===== config.mk =====
export PLATFORM = sky130hd
export DESIGN_NAME = rce_expander
export DESIGN_NICKNAME = d
export VERILOG_FILES = /design/src/rtl/rce_pkg.sv /design/src/rtl/rce_remain_calc.sv /design/src/rtl/rce_seq.sv /design/src/rtl/rce_uop_fmt.sv /design/src/rtl/rce_expander.sv
export SDC_FILE = /design/constraint.sdc
export NUM_CORES = 1
export LEC_CHECK = 0
export BUFFER_PORTS_ARGS = -buffer_cell sky130_fd_sc_hd__buf_2
export CAP_MARGIN = 15
export CORE_ASPECT_RATIO = 1.75
export CORE_MARGIN = 4
export CORE_UTILIZATION = 55
export CTS_BUF_LIST = sky130_fd_sc_hd__clkbuf_4
export DETAILED_ROUTE_END_ITERATION = 16
export MAX_ROUTING_LAYER = met4
export PLACE_DENSITY = 0.79
export SYNTH_ARGS = -nofsm -noshare
export SYNTH_HDL_FRONTEND = slang
export SYNTH_SLANG_ARGS = --single-unit

===== constraint.sdc =====
create_clock -name clk -period 2.8 [get_ports clk]
set_input_delay 0.28 -clock clk [delete_from_list [all_inputs] [get_ports clk]]
set_output_delay 0.28 -clock clk [all_outputs]
set_load 0.02 [all_outputs]

===== src/rtl/rce_pkg.sv =====
package rce_pkg;
    typedef enum logic [1:0] {
        K_COPY   = 2'd0,
        K_FETCH  = 2'd1,
        K_CANCEL = 2'd2
    } uop_kind_e;

    typedef enum logic [2:0] {
        S_IDLE,
        S_BATCH,
        S_FETCH,
        S_WAIT,
        S_TAIL,
        S_CANCEL
    } phase_e;
endpackage


===== src/rtl/rce_remain_calc.sv =====
module rce_remain_calc #(
    parameter int CNT_W   = 32,
    parameter int BATCH_N = 8
) (
    input  logic [CNT_W-1:0] count_i,
    output logic             is_zero_o,
    output logic             has_tail_o,
    output logic [CNT_W-1:0] tail_last_o
);
    localparam logic [CNT_W-1:0] BN = CNT_W'(BATCH_N);

    always_comb begin
        is_zero_o   = (count_i == '0);
        has_tail_o  = (count_i > BN);
        tail_last_o = count_i - CNT_W'(1);
    end
endmodule


===== src/rtl/rce_seq.sv =====
module rce_seq
    import rce_pkg::*;
#(
    parameter int CNT_W   = 32,
    parameter int BATCH_N = 8
) (
    input  logic             clk,
    input  logic             rst_n,
    input  logic             start_i,
    input  logic             ready_i,
    input  logic             fb_valid_i,
    input  logic             is_zero_i,
    input  logic             has_tail_i,
    input  logic [CNT_W-1:0] tail_last_i,
    output phase_e           phase_o,
    output logic [CNT_W-1:0] idx_o
);
    localparam logic [CNT_W-1:0] BN     = CNT_W'(BATCH_N);
    localparam logic [CNT_W-1:0] B_LAST = CNT_W'(BATCH_N - 1);

    typedef struct packed {
        phase_e           phase;
        logic [CNT_W-1:0] idx;
        logic [CNT_W-1:0] last;
    } seq_t;

    seq_t st_d, st_q;

    always_comb begin
        st_d = st_q;
        case (st_q.phase)
            S_IDLE: if (start_i) begin
                st_d.phase = S_BATCH;
                st_d.idx   = '0;
            end
            S_BATCH: if (ready_i) begin
                if (st_q.idx == B_LAST) begin
                    st_d.phase = S_FETCH;
                    st_d.idx   = '0;
                end else begin
                    st_d.idx = st_q.idx + CNT_W'(1);
                end
            end
            S_FETCH: if (ready_i) st_d.phase = S_WAIT;
            S_WAIT: if (fb_valid_i) begin
                if (is_zero_i) begin
                    st_d.phase = S_CANCEL;
                end else if (has_tail_i) begin
                    st_d.phase = S_TAIL;
                    st_d.idx   = BN;
                    st_d.last  = tail_last_i;
                end else begin
                    st_d.phase = S_IDLE;
                end
            end
            S_TAIL: if (ready_i) begin
                if (st_q.idx == st_q.last) begin
                    st_d.phase = S_IDLE;
                    st_d.idx   = '0;
                end else begin
                    st_d.idx = st_q.idx + CNT_W'(1);
                end
            end
            S_CANCEL: if (ready_i) st_d.phase = S_IDLE;
            default: st_d.phase = S_IDLE;
        endcase
    end

    always_ff @(posedge clk or negedge rst_n) begin
        if (!rst_n) begin
            st_q <= '{phase: S_IDLE, idx: '0, last: '0};
        end else begin
            st_q <= st_d;
        end
    end

    assign phase_o = st_q.phase;
    assign idx_o   = st_q.idx;

    logic emitting;
    assign emitting = (st_q.phase == S_BATCH) || (st_q.phase == S_FETCH) ||
                      (st_q.phase == S_TAIL)  || (st_q.phase == S_CANCEL);

    a_r8_hold_under_stall: assert property (@(posedge clk) disable iff (!rst_n)
        emitting && !ready_i |=> $stable(st_q.phase) && $stable(st_q.idx));

    a_r4_wait_until_feedback: assert property (@(posedge clk) disable iff (!rst_n)
        st_q.phase == S_WAIT && !fb_valid_i |=> st_q.phase == S_WAIT);

    a_r2_batch_steps_by_one: assert property (@(posedge clk) disable iff (!rst_n)
        st_q.phase == S_BATCH && ready_i && st_q.idx != B_LAST
        |=> st_q.phase == S_BATCH && st_q.idx == $past(st_q.idx) + CNT_W'(1));

    a_r3_fetch_after_batch: assert property (@(posedge clk) disable iff (!rst_n)
        st_q.phase == S_BATCH && ready_i && st_q.idx == B_LAST |=> st_q.phase == S_FETCH);

    a_r7_cancel_on_zero: assert property (@(posedge clk) disable iff (!rst_n)
        st_q.phase == S_WAIT && fb_valid_i && is_zero_i |=> st_q.phase == S_CANCEL);
endmodule


===== src/rtl/rce_uop_fmt.sv =====
module rce_uop_fmt
    import rce_pkg::*;
#(
    parameter int CNT_W = 32
) (
    input  phase_e           phase_i,
    input  logic [CNT_W-1:0] idx_i,
    output logic             busy_o,
    output logic             valid_o,
    output logic [1:0]       kind_o,
    output logic [CNT_W-1:0] idx_o,
    output logic             pred_o
);
    always_comb begin
        busy_o  = (phase_i != S_IDLE);
        valid_o = 1'b0;
        kind_o  = K_COPY;
        idx_o   = '0;
        pred_o  = 1'b0;
        case (phase_i)
            S_BATCH: begin
                valid_o = 1'b1;
                idx_o   = idx_i;
                pred_o  = 1'b1;
            end
            S_TAIL: begin
                valid_o = 1'b1;
                idx_o   = idx_i;
            end
            S_FETCH: begin
                valid_o = 1'b1;
                kind_o  = K_FETCH;
            end
            S_CANCEL: begin
                valid_o = 1'b1;
                kind_o  = K_CANCEL;
            end
            default: ;
        endcase
    end
endmodule


===== src/rtl/rce_expander.sv =====
module rce_expander
    import rce_pkg::*;
#(
    parameter int CNT_W   = 32,
    parameter int BATCH_N = 8
) (
    input  logic             clk,
    input  logic             rst_n,
    input  logic             start_i,
    input  logic             uop_ready_i,
    input  logic             fb_valid_i,
    input  logic [CNT_W-1:0] fb_count_i,
    output logic             busy_o,
    output logic             uop_valid_o,
    output logic [1:0]       uop_kind_o,
    output logic [CNT_W-1:0] uop_idx_o,
    output logic             uop_pred_o
);
    logic             is_zero, has_tail;
    logic [CNT_W-1:0] tail_last, seq_idx;
    phase_e           phase;

    rce_remain_calc #(.CNT_W(CNT_W), .BATCH_N(BATCH_N)) u_calc (
        .count_i    (fb_count_i),
        .is_zero_o  (is_zero),
        .has_tail_o (has_tail),
        .tail_last_o(tail_last)
    );

    rce_seq #(.CNT_W(CNT_W), .BATCH_N(BATCH_N)) u_seq (
        .clk        (clk),
        .rst_n      (rst_n),
        .start_i    (start_i),
        .ready_i    (uop_ready_i),
        .fb_valid_i (fb_valid_i),
        .is_zero_i  (is_zero),
        .has_tail_i (has_tail),
        .tail_last_i(tail_last),
        .phase_o    (phase),
        .idx_o      (seq_idx)
    );

    rce_uop_fmt #(.CNT_W(CNT_W)) u_fmt (
        .phase_i(phase),
        .idx_i  (seq_idx),
        .busy_o (busy_o),
        .valid_o(uop_valid_o),
        .kind_o (uop_kind_o),
        .idx_o  (uop_idx_o),
        .pred_o (uop_pred_o)
    );

    a_r6_tail_unpredicated: assert property (@(posedge clk) disable iff (!rst_n)
        uop_valid_o && uop_kind_o == 2'd0 && uop_idx_o >= CNT_W'(BATCH_N) |-> !uop_pred_o);

    a_r9_start_ignored_busy: assert property (@(posedge clk) disable iff (!rst_n)
        busy_o && start_i && uop_valid_o && !uop_ready_i |=> busy_o);
endmodule


==> results.md, run 1 <==
* Status: finished, final reports clean
* Flop pwr share at 0.326
* Static leakage at 0.00243 uW
* Total number of vias at between 4000 and 5000
* Clock transition at path regs at approximately 0.11 ns
* Flops & latches, synth at 67
* Combinational fraction of design power at 0.520
* Pins Over Slew Limit at 0
* Worst skew pair latency at 0.44 ns
* Relative slew slack at 0.470
* Top cells by area, synth: dfrtp_1 (33%), xnor2_1 (9.7%), nand2_1 (5.4%)
* Area grow syn2layout at 14.0%
* Share of the cycle needed by the critical path after routing at 0.943
* DP HPWL at 12100 um
* Critical path type: flip-flop to flip-flop
* Top post-synthesis cells by count: nand2_1 (72), dfrtp_1 (67), xnor2_1 (56)
* Type of origin of the critical path: flip-flop
* Clock network fraction of total power at 0.154
* Sequential cell area at 0.00168 mm^2
* Num rows at 46
* Routability cong. at between 0.9 and 1
* Critical path data required time at 3.12 ns
* Clock skew at approximately 0.018 ns
* Share of the synthesized area in the top cell type at 0.332
* Largest net degree at the start of global routing at 28
* Tot GR Track Use at 0.300
* CTS buffer count at 9
* CTS max path bufs at 2
* Setup TNS Final at 0 ns
* Worst path cell trace: nand2_1 > or4_1 > nor2_2 > nand2_1 > a221oi_1 > o22ai_1
* Core area at ~0.009 mm^2
* DRT Pass-1 Iters at 8
* Number of library cell types mapped by synthesis at 65
* Drt initial violations at just over 500
* Initial Util at 0.558
* DRC viols at 0
* CP endpoint kind: flip-flop
* Antenna viol nets, final at 0
* Die width at just over 80 um
* Top cell by count, worst path: nand2_1
* Seq/Total Area, Yosys at 0.332
* First-pass GRT wire length at roughly 24000 um
* Synth Flop Type: dfrtp_1
* Postcts setup bufs at 0
* Post_cts resized at 0
* Sw Pwr at 1980 uW
* Peak Freq at roughly 380 MHz
* Post-Synthesis Cell Area at slightly above 0.005 mm^2
* Syn_nets at roughly 630
* Routed Wire Length at around 15000 um
* # fillers at roughly 800
* Via/cell ratio at 6.22
* CP startpoint: u_seq.idx_o[10]$_DFFE_PN0P_
* Most common cell in the netlist: nand2_1
* Peak supply drop at just over 0.5 mV
* Root buf cell: clkbuf_4
* CP arrival at slightly below 3 ns
* Slowest stage delay, CP at between 0.7 and 0.8 ns
* P_int at about 2200 uW
* Share of cells above drive strength 1 at 0.248
* Slew at the pin closest to its max-slew limit at approximately 0.79 ns
* Reg-to-reg startpoint: u_seq.idx_o[10]$_DFFE_PN0P_
* Final Util at 0.637
* Die Y at approximately 130 um
* MaxCap Viol Count at 0
* Buffers on Ports at 73
* Hold path start: fb_count_i[0]
* Routed len/inst at 19.4 um
* Final #Nets at 708
* Largest area contributor in the netlist: dfrtp_1
* Crit-path slowest cell: or4_1
* Endpoints failing setup at 0
* Total power at ~4200 uW
* Hold Buf Count CTS at 1
* Async SR Flop Fraction at 1.00
* H-tree depth at 3
* Mapped Cells at 586
* Die area at ~0.011 mm^2
* Area of the multi-input gates at roughly 0.0031 mm^2
* Post-Place Worst Slack at approximately 0.22 ns
* # IOs at 74
* Final Hold Fails at 0
* Initial antenna violation count at 1
* Setup ws final at approximately 0.16 ns
* RSZ-0062 raised after global routing: false
* Post-synth EDFFs at 0
* Sink Count at 67
* Vias in the first global route at approximately 4800
* Sw Share at 0.477
* CTS tree: built
* Worst-path fanout max at 9
* Mean Syn Cell Area at about 8.6 um^2
* Overflow after GRT at 0
* Power per Cell Area at approximately 720 mW/mm^2
* Hold Path Class: primary input to flip-flop
* Tmin final at approximately 2.6 ns
* Ys Warns at 0
-- power by group through the flow --
stage | Sequential, uW | Clock (uW) | Combinational, uW
6_report | 1360 | 642 | 2160
5_1_grt | 1370 | 697 | 2300
4_1_cts | 1340 | 648 | 2130
3_5_place_dp | 1360 | 0 | 2120
3_3_place_gp | 1350 | 0 | 2080
2_1_floorplan | 1220 | 0 | 1480
-- metal layers --
layer | up-vias | wire [um] | track usage
met5 | - | 0 | -
met4 | 0 | 1160 | 0.212
met3 | 78 | 960 | 0.0434
met2 | 266 | 7690 | 0.494
met1 | 2318 | 5590 | 0.324
li1 | 2279 | - | -
-- layout by cell type (no fill, tap or decap), types with 4 or more instances in the layout --
| master | instances |
|---|---|
| buf_2 | 73 |
| nand2_1 | 72 |
| dfrtp_1 | 67 |
| xnor2_1 | 56 |
| nor2_1 | 45 |
| buf_4 | 35 |
| o21ai_0 | 26 |
| nor3_1 | 25 |
| and2_1 | 21 |
| inv_1 | 18 |
| nand4_1 | 16 |
| nor4_1 | 14 |
| nand3_1 | 14 |
| o211ai_1 | 11 |
| and3_1 | 10 |
| o21ai_1 | 10 |
| a211oi_1 | 10 |
| xor2_1 | 9 |
| clkbuf_4 | 9 |
| nand2b_1 | 8 |
| mux2_2 | 8 |
| a21oi_1 | 8 |
| o31ai_1 | 8 |
| or3_1 | 5 |
| a31oi_1 | 5 |
| a221oi_1 | 5 |
| o22ai_2 | 5 |
| nor4_4 | 4 |
| nand3b_1 | 4 |
| o41ai_1 | 4 |
-- per-stage QoR --
| stage | std cells | instance area, um^2 | hold WS (ns) |
|---|---|---|---|
| 6_report | 794 | 5750 | 0.0630 |
| 5_1_grt | 794 | 5750 | 0.0790 |
| 4_1_cts | 793 | 5750 | 0.0410 |
| 3_5_place_dp | 776 | 5600 | 0.231 |
| 3_3_place_gp | 776 | 5600 | 0.230 |
| 2_1_floorplan | 586 | 5050 | -0.0156 |
-- state kept, by name (all words and copies together), names as in the netlist --
register,cells
u_seq.idx_o,32
u_seq.phase_o,3
u_seq.st_q,32
-- cell families after synthesis --
| family | Yosys count | synth area share |
|---|---|---|
| flops | 67 | 0.332 |
| buf+inv | 56 | 0.0573 |
| fa+ha+maj | 3 | 0.00744 |
| mux | 8 | 0.0179 |
| xor+xnor | 65 | 0.113 |
| compound gates | 119 | 0.178 |
| simple gates | 268 | 0.295 |
-- cell type report --
| cell class | instances | share of cell area |
|---|---|---|
| Multi-Input combinational cell | 463 | 0.536 |
| Sequential cell | 67 | 0.291 |
| Timing Repair Buffer | 109 | 0.111 |
| Tap cell | 120 | 0.0261 |
| Clock inverter | 7 | 0.0120 |
| Clock buffer | 9 | 0.0117 |
| Inverter | 18 | 0.0117 |
| Antenna cell | 1 | 0.000435 |
-- worst max-delay path: cells and delay by family, from the launching register on --
family	cells	cell delay (ns)
AOI/OAI and AO/OA	2	0.52
DFF	1	0.54
and+or+nand+nor	4	1.46
-- worst paths after layout --
check                      cells after the start  slack, ns                          end
setup reg to reg                               6       0.16  u_seq.idx_o[25]$_DFFE_PN0P_
hold reg to reg                                2       0.51    u_seq.st_q[2]$_DFFE_PN0P_
max in group asynchronous                      3       1.75   u_seq.st_q[18]$_DFFE_PN0P_
setup / recovery                               6       0.16  u_seq.idx_o[25]$_DFFE_PN0P_
hold / removal                                 2       0.06    u_seq.st_q[0]$_DFFE_PN0P_
min in group asynchronous                      2       0.30   u_seq.idx_o[2]$_DFFE_PN0P_
Power figures use the tool's default switching activity.
==> run 2, diff against run 1 <==
--- a/config.mk
+++ b/config.mk
@@ -7,7 +7,7 @@
 export LEC_CHECK = 0
 export BUFFER_PORTS_ARGS = -buffer_cell sky130_fd_sc_hd__buf_2
 export CAP_MARGIN = 15
-export CORE_ASPECT_RATIO = 1.75
+export CORE_ASPECT_RATIO = 1.1
 export CORE_MARGIN = 4
 export CORE_UTILIZATION = 55
 export CTS_BUF_LIST = sky130_fd_sc_hd__clkbuf_4
@@ -16,4 +16,5 @@
 export PLACE_DENSITY = 0.79
 export SYNTH_ARGS = -nofsm -noshare
 export SYNTH_HDL_FRONTEND = slang
+export SYNTH_HIERARCHICAL = 1
 export SYNTH_SLANG_ARGS = --single-unit
==> results.md, run 2 <==
* R2R Path End: u_seq/idx_o[28]$_DFFE_PN0P_
* Register-to-Register Path Depth at 7
* Peak Freq at between 400 and 500 MHz
* MaxCap Viol Count at 0
* Vias in the first global route at around 4000
* Clock skew at ~0.016 ns
* Synth Flop Type: dfrtp_1
* Total power at 4410 uW
* Tot GR Track Use at 0.233
* Reg2Reg Setup Slack at approximately 0.37 ns
* Routed Wire Length at 11900 um
* Reg-to-reg startpoint: u_seq/idx_o[3]$_DFFE_PN0P_
* Largest area contributor in the netlist: dfrtp_1
* Top cells by area, synth: dfrtp_1 (33%), nor3b_2 (7.7%), mux2_2 (7.6%)
* Share of the synthesized area in the top cell type at 0.332
* Initial Util at 0.567
* RSZ-0062 raised after global routing: false
* Clock network fraction of total power at 0.160
* Critical path type: flip-flop to flip-flop
* Critical path data required time at 3.07 ns
* DP HPWL at roughly 9000 um
* Final Cell Area at between 0.005 and 0.006 mm^2
* Largest net degree at the start of global routing at 37
* Via/cell ratio at ~6
* Tmin final at between 2 and 2.5 ns
* Most common cell in the netlist: dfrtp_1
* Hold Path Class: primary input to flip-flop
* Status: finished, final reports clean
* DRT Pass-1 Iters at 6
* Worst hold stages at 3
* # fillers at 758
* Combinational fraction of design power at 0.491
* Worst skew pair latency at about 0.40 ns
* Flop pwr share at 0.349
* Endpoints failing setup at 0
* Share of cells above drive strength 1 at 0.339
* Post_cts resized at 0
* Ys Warns at 6
* First-pass GRT wire length at around 20000 um
* Sw Share at 0.437
* Final Hold Fails at 0
* Routability cong. at slightly above 0.9
* Mapped Cells at 526
* Die area at between 0.01 and 0.015 mm^2
* Worst-path fanout max at 30
* CTS buffer count at 9
* Post-Synthesis Cell Area at around 0.005 mm^2
* CTS tree: built
* Number of library cell types mapped by synthesis at 56
* Routed len/inst at ~17 um
* Num rows at 36
* Area grow syn2layout at 8.59%
* Die width at 99.4 um
* Share of the cycle needed by the critical path after routing at 0.867
* P_int at around 2500 uW
* Initial antenna violation count at 0
* Hold Crit Endpoint: u_seq/st_q[0]$_DFFE_PN0P_
* CTS max path bufs at 2
* Die Y at roughly 110 um
* Sink Count at 67
* Seq/Total Area, Yosys at 0.332
* Area after DPL at ~0.0053 mm^2
* Pins Over Slew Limit at 0
* Post-synth EDFFs at 0
* Clock transition at path regs at roughly 0.12 ns
* Hold path start: fb_count_i[0]
* Sw Pwr at ~1900 uW
* Total number of vias at 4098
* Top post-synthesis cells by count: dfrtp_1 (67), nor2_1 (46), xnor2_1 (42)
* Most frequent cells in the layout: buf_2 (73), dfrtp_1 (66), nor2_1 (46)
* Overflow after GRT at 0
* Peak supply drop at roughly 0.54 mV
* Buffers on Ports at 73
* Antenna viol nets, final at 0
* Setup TNS Final at 0 ns
* CP endpoint kind: flip-flop
* Power per Cell Area at 804 mW/mm^2
* H-tree depth at 3
* Root buf cell: clkbuf_4
* Relative slew slack at 0.433
* Core area at slightly below 0.009 mm^2
* Syn_nets at 565
* Mean Syn Cell Area at approximately 9.6 um^2
* Drt initial violations at about 290
* # IOs at 74
* Async SR Flop Fraction at 1.00
* Flops & latches, synth at 67
* Final #Nets at approximately 600
* Commonest non-fill, non-tap cell in the layout: buf_2
* CP arrival at 2.70 ns
* Type of origin of the critical path: flip-flop
* DRC viols at 0
* Slew at the pin closest to its max-slew limit at 0.851 ns
* Antenna diodes at 0
* Static leakage at 0.00233 uW
==> run 2: cell count changes after synthesis, sizes merged, moves of 10 or more <==
cell,change
and2,-17
buf,+31
inv,-12
mux2,+26
nand2,-53
nand4,+10
nor3b,+38
o211ai,-12
o21ai,-22
xnor2,-13
xor2,+22
==> run 2: critical path: stages (launching register included) <==
cell	delay [ns]
dfrtp_1	0.53
xnor2_1	0.29
nand4_1	0.13
nor4_1	0.32
a21boi_0	0.33
nor3_4	0.24
buf_4	0.34
nor3_1	0.12
==> run 2: per-layer routing <==
| metal | wire, um | GRT usage |
|---|---|---|
| met1 | 5120 | 0.304 |
| met2 | 5830 | 0.376 |
| met3 | 712 | 0.0310 |
| met5 | 0 | - |
| met4 | 249 | 0.0771 |
==> run 2: cell families (layout without fill, tap and decap cells) <==
kind of cell	after synthesis	in the layout	synth area share
flops	67	67	0.332
xor+xnor	74	74	0.130
mux	35	35	0.0777
buf+inv	70	114	0.0874
simple gates	236	236	0.318
compound gates	42	42	0.0503
fa+ha+maj	2	2	0.00495
==> run 2: power groups by stage <==
| stage | combinational (uW) | clock [uW] | sequential, uW |
|---|---|---|---|
| 6_report | 2170 | 706 | 1540 |
| 5_1_grt | 2360 | 763 | 1570 |
| 4_1_cts | 2160 | 712 | 1540 |
| 3_5_place_dp | 2150 | 0 | 1560 |
| 3_3_place_gp | 2070 | 0 | 1540 |
| 2_1_floorplan | 1770 | 0 | 1420 |
==> run 2: stage by stage <==
stage	hold WS [ns]	util	cells	setup slack, ns
after global placement	0.418	0.597	667	0.331
after CTS	0.229	0.615	684	0.420
after detailed placement	0.433	0.597	667	0.233
final	0.245	0.615	684	0.373
after global routing	0.252	0.615	684	0.267
after floorplan	-0.0156	-	526	0.277
==> run 2: how the worst max path moves through the flow <==
stage / end / slack, ns / cells after the start / from
6_report: u_seq/idx_o[28]$_DFFE_PN0P_ / 0.37 / 7 / u_seq/idx_o[3]$_DFFE_PN0P_
5_1_grt: u_seq/idx_o[12]$_DFFE_PN0P_ / 0.27 / 7 / u_seq/idx_o[0]$_DFFE_PN0P_
4_1_cts: u_seq/idx_o[31]$_DFFE_PN0P_ / 0.42 / 6 / u_seq/idx_o[3]$_DFFE_PN0P_
3_5_place_dp: u_seq/idx_o[9]$_DFFE_PN0P_ / 0.23 / 12 / fb_count_i[0]
3_3_place_gp: u_seq/idx_o[25]$_DFFE_PN0P_ / 0.33 / 12 / fb_count_i[0]
2_1_floorplan: u_seq/idx_o[22]$_DFFE_PN0P_ / 0.28 / 12 / fb_count_i[0]
==> run 2: repair_timing <==
action,CTS,global route
hold buffers,1,0
buffers inserted,0,0
hold endpoints to repair,16,0
==> run 2: cell type report <==
type | count | area [um^2] | area share
sequential | 67 | 1680 | 0.306
clock inverter | 6 | 80.1 | 0.0146
timing repair buffer | 92 | 523 | 0.0953
inverter | 6 | 22.5 | 0.00410
tap | 114 | 143 | 0.0260
multi-input combinational | 389 | 2970 | 0.541
clock buffer | 10 | 75.1 | 0.0137
